<file path="config.mk">
export PLATFORM = sky130hd
export DESIGN_NAME = tdr_bus_bridge
export DESIGN_NICKNAME = d
export VERILOG_FILES = /design/src/rtl/tdr_bridge_pkg.sv /design/src/rtl/tdr_scan_reg.sv /design/src/rtl/tdr_bus_master.sv /design/src/rtl/tdr_bus_bridge.sv
export SDC_FILE = /design/constraint.sdc
export NUM_CORES = 1
export LEC_CHECK = 0
export CORE_ASPECT_RATIO = 1.4
export CORE_MARGIN = 5
export CORE_UTILIZATION = 46
export CTS_BUF_LIST = sky130_fd_sc_hd__clkbuf_8
export DETAILED_ROUTE_END_ITERATION = 10
export DONT_BUFFER_PORTS = 1
export RECOVER_POWER = 50
export SLEW_MARGIN = 20
export SYNTH_ARGS = -nofsm -noshare
export SYNTH_HDL_FRONTEND = slang
export SYNTH_SLANG_ARGS = --single-unit
</file>
<file path="constraint.sdc">
create_clock -name tck -period 1.5 [get_ports tck]
set_input_delay 0.15 -clock tck [delete_from_list [all_inputs] [get_ports tck]]
set_output_delay 0.15 -clock tck [all_outputs]
set_load 0.01 [all_outputs]
</file>
<file path="src/rtl/tdr_bridge_pkg.sv">
package tdr_bridge_pkg;
    // Bus master sequencing
    typedef enum logic {
        MST_IDLE = 1'b0,
        MST_WAIT = 1'b1
    } mst_state_e;

    // Capture-word bit offsets above the data field
    localparam int STAT_BUSY_OFS = 0;
    localparam int STAT_TMO_OFS  = 1;
    localparam int STAT_OVR_OFS  = 2;
    localparam int STAT_BITS     = 3;
endpackage

</file>
<file path="src/rtl/tdr_scan_reg.sv">
module tdr_scan_reg #(
    parameter int ADDR_W = 16,
    parameter int DATA_W = 32,
    localparam int LEN   = ADDR_W + DATA_W + 1
) (
    input  logic              clk,
    input  logic              rst_n,
    input  logic              sel_i,
    input  logic              capture_i,
    input  logic              shift_i,
    input  logic              tdi_i,
    input  logic [LEN-1:0]    cap_word_i,
    output logic              tdo_o,
    output logic              cmd_rw_o,
    output logic [ADDR_W-1:0] cmd_addr_o,
    output logic [DATA_W-1:0] cmd_data_o
);
    typedef struct packed {
        logic [LEN-1:0] sr;
    } scan_state_t;

    scan_state_t st_d, st_q;

    always_comb begin
        st_d = st_q;
        if (sel_i) begin
            if (capture_i) begin
                st_d.sr = cap_word_i;
            end else if (shift_i) begin
                st_d.sr = {tdi_i, st_q.sr[LEN-1:1]};
            end
        end
    end

    always_ff @(posedge clk or negedge rst_n) begin
        if (!rst_n) st_q <= '0;
        else        st_q <= st_d;
    end

    assign tdo_o      = st_q.sr[0];
    assign cmd_data_o = st_q.sr[DATA_W-1:0];
    assign cmd_addr_o = st_q.sr[DATA_W +: ADDR_W];
    assign cmd_rw_o   = st_q.sr[LEN-1];
endmodule

</file>
<file path="src/rtl/tdr_bus_master.sv">
module tdr_bus_master
    import tdr_bridge_pkg::*;
#(
    parameter int ADDR_W  = 16,
    parameter int DATA_W  = 32,
    parameter int TMO_CYC = 255,
    localparam int CNT_W  = $clog2(TMO_CYC + 1)
) (
    input  logic              clk,
    input  logic              rst_n,
    input  logic              start_i,
    input  logic              clr_ovr_i,
    input  logic              cmd_rw_i,
    input  logic [ADDR_W-1:0] cmd_addr_i,
    input  logic [DATA_W-1:0] cmd_data_i,
    input  logic              bus_ack_i,
    input  logic [DATA_W-1:0] bus_rdata_i,
    output logic              bus_req_o,
    output logic              bus_we_o,
    output logic [ADDR_W-1:0] bus_addr_o,
    output logic [DATA_W-1:0] bus_wdata_o,
    output logic              stat_busy_o,
    output logic              stat_ok_o,
    output logic              stat_tmo_o,
    output logic              stat_ovr_o,
    output logic [DATA_W-1:0] rd_data_o
);
    typedef struct packed {
        mst_state_e        state;
        logic [CNT_W-1:0]  cnt;
        logic              we;
        logic [ADDR_W-1:0] addr;
        logic [DATA_W-1:0] wdata;
        logic [DATA_W-1:0] rdata;
        logic              ok;
        logic              tmo;
        logic              ovr;
    } mst_t;

    localparam logic [CNT_W-1:0] CNT_LAST = CNT_W'(TMO_CYC - 1);

    mst_t m_d, m_q;

    always_comb begin
        m_d = m_q;
        if (clr_ovr_i) m_d.ovr = 1'b0;
        unique case (m_q.state)
            MST_IDLE: begin
                if (start_i) begin
                    m_d.state = MST_WAIT;
                    m_d.cnt   = '0;
                    m_d.we    = cmd_rw_i;
                    m_d.addr  = cmd_addr_i;
                    m_d.wdata = cmd_data_i;
                    m_d.ok    = 1'b0;
                    m_d.tmo   = 1'b0;
                end
            end
            MST_WAIT: begin
                if (start_i) m_d.ovr = 1'b1;
                if (bus_ack_i) begin
                    if (!m_q.we) m_d.rdata = bus_rdata_i;
                    m_d.ok    = 1'b1;
                    m_d.state = MST_IDLE;
                end else if (m_q.cnt == CNT_LAST) begin
                    m_d.tmo   = 1'b1;
                    m_d.state = MST_IDLE;
                end else begin
                    m_d.cnt = m_q.cnt + 1'b1;
                end
            end
            default: m_d.state = MST_IDLE;
        endcase
    end

    always_ff @(posedge clk or negedge rst_n) begin
        if (!rst_n) m_q <= '0;
        else        m_q <= m_d;
    end

    assign bus_req_o   = (m_q.state == MST_WAIT);
    assign bus_we_o    = m_q.we;
    assign bus_addr_o  = m_q.addr;
    assign bus_wdata_o = m_q.wdata;
    assign stat_busy_o = (m_q.state == MST_WAIT);
    assign stat_ok_o   = m_q.ok;
    assign stat_tmo_o  = m_q.tmo;
    assign stat_ovr_o  = m_q.ovr;
    assign rd_data_o   = m_q.rdata;
endmodule

</file>
<file path="src/rtl/tdr_bus_bridge.sv">
module tdr_bus_bridge
    import tdr_bridge_pkg::*;
#(
    parameter int ADDR_W  = 16,
    parameter int DATA_W  = 32,
    parameter int TMO_CYC = 255,
    localparam int LEN    = ADDR_W + DATA_W + 1,
    localparam int PAD_W  = ADDR_W - STAT_BITS
) (
    input  logic              tck,
    input  logic              trst_n,
    input  logic              instr_sel_i,
    input  logic              capture_dr_i,
    input  logic              shift_dr_i,
    input  logic              update_dr_i,
    input  logic              tdi_i,
    output logic              tdo_o,
    output logic              bus_req_o,
    output logic              bus_we_o,
    output logic [ADDR_W-1:0] bus_addr_o,
    output logic [DATA_W-1:0] bus_wdata_o,
    input  logic              bus_ack_i,
    input  logic [DATA_W-1:0] bus_rdata_i
);
    logic              cmd_rw;
    logic [ADDR_W-1:0] cmd_addr;
    logic [DATA_W-1:0] cmd_data;
    logic              st_busy, st_ok, st_tmo, st_ovr;
    logic [DATA_W-1:0] rd_data;
    logic [LEN-1:0]    cap_word;
    logic [STAT_BITS-1:0] stat_vec;

    always_comb begin
        stat_vec                = '0;
        stat_vec[STAT_BUSY_OFS] = st_busy;
        stat_vec[STAT_TMO_OFS]  = st_tmo;
        stat_vec[STAT_OVR_OFS]  = st_ovr;
        cap_word = {st_ok, {PAD_W{1'b0}}, stat_vec, rd_data};
    end

    tdr_scan_reg #(
        .ADDR_W(ADDR_W),
        .DATA_W(DATA_W)
    ) scan_i (
        .clk        (tck),
        .rst_n      (trst_n),
        .sel_i      (instr_sel_i),
        .capture_i  (capture_dr_i),
        .shift_i    (shift_dr_i),
        .tdi_i      (tdi_i),
        .cap_word_i (cap_word),
        .tdo_o      (tdo_o),
        .cmd_rw_o   (cmd_rw),
        .cmd_addr_o (cmd_addr),
        .cmd_data_o (cmd_data)
    );

    tdr_bus_master #(
        .ADDR_W (ADDR_W),
        .DATA_W (DATA_W),
        .TMO_CYC(TMO_CYC)
    ) mst_i (
        .clk        (tck),
        .rst_n      (trst_n),
        .start_i    (instr_sel_i & update_dr_i),
        .clr_ovr_i  (instr_sel_i & capture_dr_i),
        .cmd_rw_i   (cmd_rw),
        .cmd_addr_i (cmd_addr),
        .cmd_data_i (cmd_data),
        .bus_ack_i  (bus_ack_i),
        .bus_rdata_i(bus_rdata_i),
        .bus_req_o  (bus_req_o),
        .bus_we_o   (bus_we_o),
        .bus_addr_o (bus_addr_o),
        .bus_wdata_o(bus_wdata_o),
        .stat_busy_o(st_busy),
        .stat_ok_o  (st_ok),
        .stat_tmo_o (st_tmo),
        .stat_ovr_o (st_ovr),
        .rd_data_o  (rd_data)
    );
endmodule

</file>
==> key figures <==
Timing
  • Final period utilization: roughly 95%
  • Final hold violation count: between 100 and 150
  • Total Neg Setup Slack: 0 ns
  • Worst slew margin: 39.7%
  • FMAX: 702 MHz
  • Minimum clock period: ~1.4 ns
  • WHS: -0.603 ns
  • Final setup viols: 0
  • Final Skew: a little over 0.008 ns
  • Worst Tran Pin Value: approximately 0.9 ns
  • Slew Limit Fails: 0

Synth
  • Asr flop ratio synth: 100%
  • Mapped Avg Cell Area: around 13 µm²
  • Syn Std Cell Area: 6060 µm²
  • Number of synthesized flops with an enable pin: 0
  • Most frequent cells after synthesis: dfrtp_1 (142), mux2_2 (81), buf_4 (52), nand2_1 (42), o21ai_0 (40)
  • Register area share after synthesis: approximately three fifths
  • Mapped Cells: between 400 and 500
  • Top-area cell type share of the netlist area: approximately 60%
  • Yosys warnings: 0
  • #FFs+latches synth: approximately 140
  • Synth area leader: dfrtp_1
  • Top_reg_cell synth: dfrtp_1
  • Most frequent cell after synthesis: dfrtp_1
  • Count of different cell masters after synthesis: 29
  • Syn Nets: 507
  • Top cells by area, synth: dfrtp_1 (59%), mux2_2 (15%), buf_4 (6.4%)

Power and ir drop
  • Maximum vdd drop: about 730 µV
  • Combinational power share: approximately 16%
  • Seq pwr share: 52.9%
  • Static Leak: between 3 and 4 nW
  • Net switching power: just over 3 mW
  • Switch share: between 20 and 30%
  • Clock group share of total power: roughly a third
  • Cell Pwr Density: roughly 1700 nW/µm²
  • Internal: 8.29 mW

Clocking
  • Htree depth: 4
  • CTS root buf: clkbuf_8
  • Clk slew on worst S/H paths: about 0.080 ns
  • Total CTS buffers: 17
  • Clock sink count: around 140
  • CTS max path bufs: 2
  • Hold buffer count at cts: 45
  • Clock Latency Late Sink: between 0.4 and 0.5 ns
  • CTS tree: yes

Drt
  • Avg WL per Cell: around 18 µm
  • # DRC: 0
  • Via count: 3449
  • Total Wirelength: between 10 and 15 mm
  • Number of detailed-route iterations in the first pass: 6
  • Via density: approximately 5.4
  • Remaining antenna violation count after routing: 0
  • DR iter-0 viols: 102

Finish
  • Final instance area: between 6000 and 7000 µm²
  • Share of cells above drive strength 1: approximately 28%
  • Area grow syn2layout: 13.2%
  • NumNets Final: 514
  • Final Util: between 50% and 60%
  • Non-filler cells, final: 638
  • Fill cells: 1094
  • Multi-input combinational cell area: around 2000 µm²
  • Number of antenna diodes: 0
  • Register area: about 3600 µm²

Global routing
  • Vias in the first global route: 3595
  • First-pass GRT wire length: about 19 mm
  • Gr usage total: 15.8%
  • Largest net degree at the start of global routing: ~140
  • Remaining Overflow, GRT: 0
  • Initial antenna violation count: 0
  • GRT met3 Usage: approximately 5.2%
  • Met2 usage: roughly a quarter
  • GR peak layer: met2
  • GR Layer Usage met1: a little under 20%

Floorplanning
  • Die width: 107 µm
  • Die Span Y: between 100 and 150 µm
  • I/O pin cnt: between 90 and 100
  • Core footprint: approximately 13000 µm²
  • Die footprint: around 16000 µm²
  • Site Rows: a little under 50
  • Initial Utilization: between 40% and 50%

Setup path
  • Worst path arrival time: between 1.5 and 2 ns
  • Startpoint Class: flop
  • Crit. End Element: flop
  • Worst EP required: 1.82 ns
  • CP Class: flop to flop
  • Crit path max fanout: between 40 and 50

Min path
  • Hold Crit Class: primary input to asynchronous set/reset pin

Placement
  • Detailed Place HPWL: 7.01 mm
  • Gpl congestion: around 0.7
  • PortBufs: 0
  • Placed cell areas: 5890 µm²
  • Cells after DPL: 557

Flow run
  • Max-capacitance violation count: 0

Outcome
  • Failing checks: negative hold slack
  • Status: finished with violations
[repair_timing]
action / 4_1_cts / 5_1_grt
resized for setup: 0 / 1
endpoints found under the hold margin: 212 / 142
setup endpoints to repair: 0 / 6
buffers inserted: 0 / 4
[through the flow]
step | power [mW] | hold WS (ns) | setup slack, ns
after CTS | 11.5 | -0.647 | 0.0564
after global placement | 7.54 | -0.142 | 0.117
final | 11.3 | -0.603 | 0.0762
after global routing | 12.0 | -0.648 | -0.0159
after detailed placement | 7.68 | -0.142 | 0.0785
after floorplan | 7.71 | -0.146 | 0.183
[cell families (layout without fill, tap and decap cells)]
group                      after synthesis  in the layout  share of synthesized area (%)
adders and majority gates                2              2                          0.413
and+or+nand+nor                         60             60                           4.35
xor gates and xnor gates                 2              2                          0.289
DFF                                    142            142                           58.6
muxes                                  117            117                           21.0
AOI/OAI and AO/OA                       68             68                           7.08
buffers and inverters                   74             94                           8.26
[critical path, cell delays in order (launching register included)]
cell and delay, ns:
dfrtp_1 0.43, nand3b_1 0.23, buf_12 0.27, mux2_2 0.37
[cell type report]
type	instances	area share (%)
Sequential cell	142	51.8
Inverter	2	0.109
Timing Repair Buffer	60	8.86
Tap cell	153	2.79
Clock inverter	11	2.72
Clock buffer	21	4.21
Multi-Input combinational cell	249	29.5
[power groups by stage]
stage | registers, mW | clock network (mW) | logic [mW]
2_1_floorplan | 5.55 | 0 | 2.16
3_3_place_gp | 6.06 | 0 | 1.48
3_5_place_dp | 6.12 | 0 | 1.57
4_1_cts | 6.04 | 3.68 | 1.79
5_1_grt | 6.18 | 3.83 | 2.00
6_report | 6.00 | 3.57 | 1.77
[sequential cells by signal, indices dropped and copies added, names as in the netlist]
name,count
mst_i.bus_addr_o,16
mst_i.stat_tmo_o,1
mst_i.m_q,8
mst_i.rd_data_o,32
mst_i.bus_req_o,1
mst_i.stat_ok_o,1
mst_i.bus_wdata_o,32
mst_i.stat_ovr_o,1
scan_i.st_q,49
mst_i.bus_we_o,1
[path summary, 6_finish.rpt]
kind | start | to | slack (ns) | cells past startpoint
max reg2reg | mst_i.bus_req_o$_DFF_PN0_ | mst_i.bus_wdata_o[26]$_DFFE_PN0P_ | 0.08 | 3
max in group asynchronous | trst_n | mst_i.bus_addr_o[11]$_DFFE_PN0P_ | 1.91 | 0
min in group tck | bus_ack_i | mst_i.stat_tmo_o$_DFFE_PN0P_ | 0.11 | 2
max | mst_i.bus_req_o$_DFF_PN0_ | mst_i.bus_wdata_o[26]$_DFFE_PN0P_ | 0.08 | 3
min reg2reg | mst_i.stat_ok_o$_DFFE_PN0P_ | mst_i.stat_ok_o$_DFFE_PN0P_ | 0.50 | 1
min | trst_n | scan_i.st_q[6]$_DFFE_PN0P_ | -0.60 | 0
[cells in the final DEF (no fill, tap or decap), types with 3 or more instances in the layout]
master and n:
mux2i_1 36, buf_4 11, bufinv_16 5, nand3_1 7
a31o_2 3, a21oi_1 3, dfrtp_1 142, clkinvlp_4 3
dlygate4sd3_1 44, mux2_2 81, o21ai_0 40, clkbuf_8 21
nand2_1 42, buf_12 4, a22o_1 15, inv_1 3
[layer usage]
metal,share of wire (%),up-vias
met1,41,1769
met5,0,-
met2,52,67
met4,1.7,0
met3,5.4,16
li1,-,1597
Note: power is estimated with default switching activity, not from simulation.
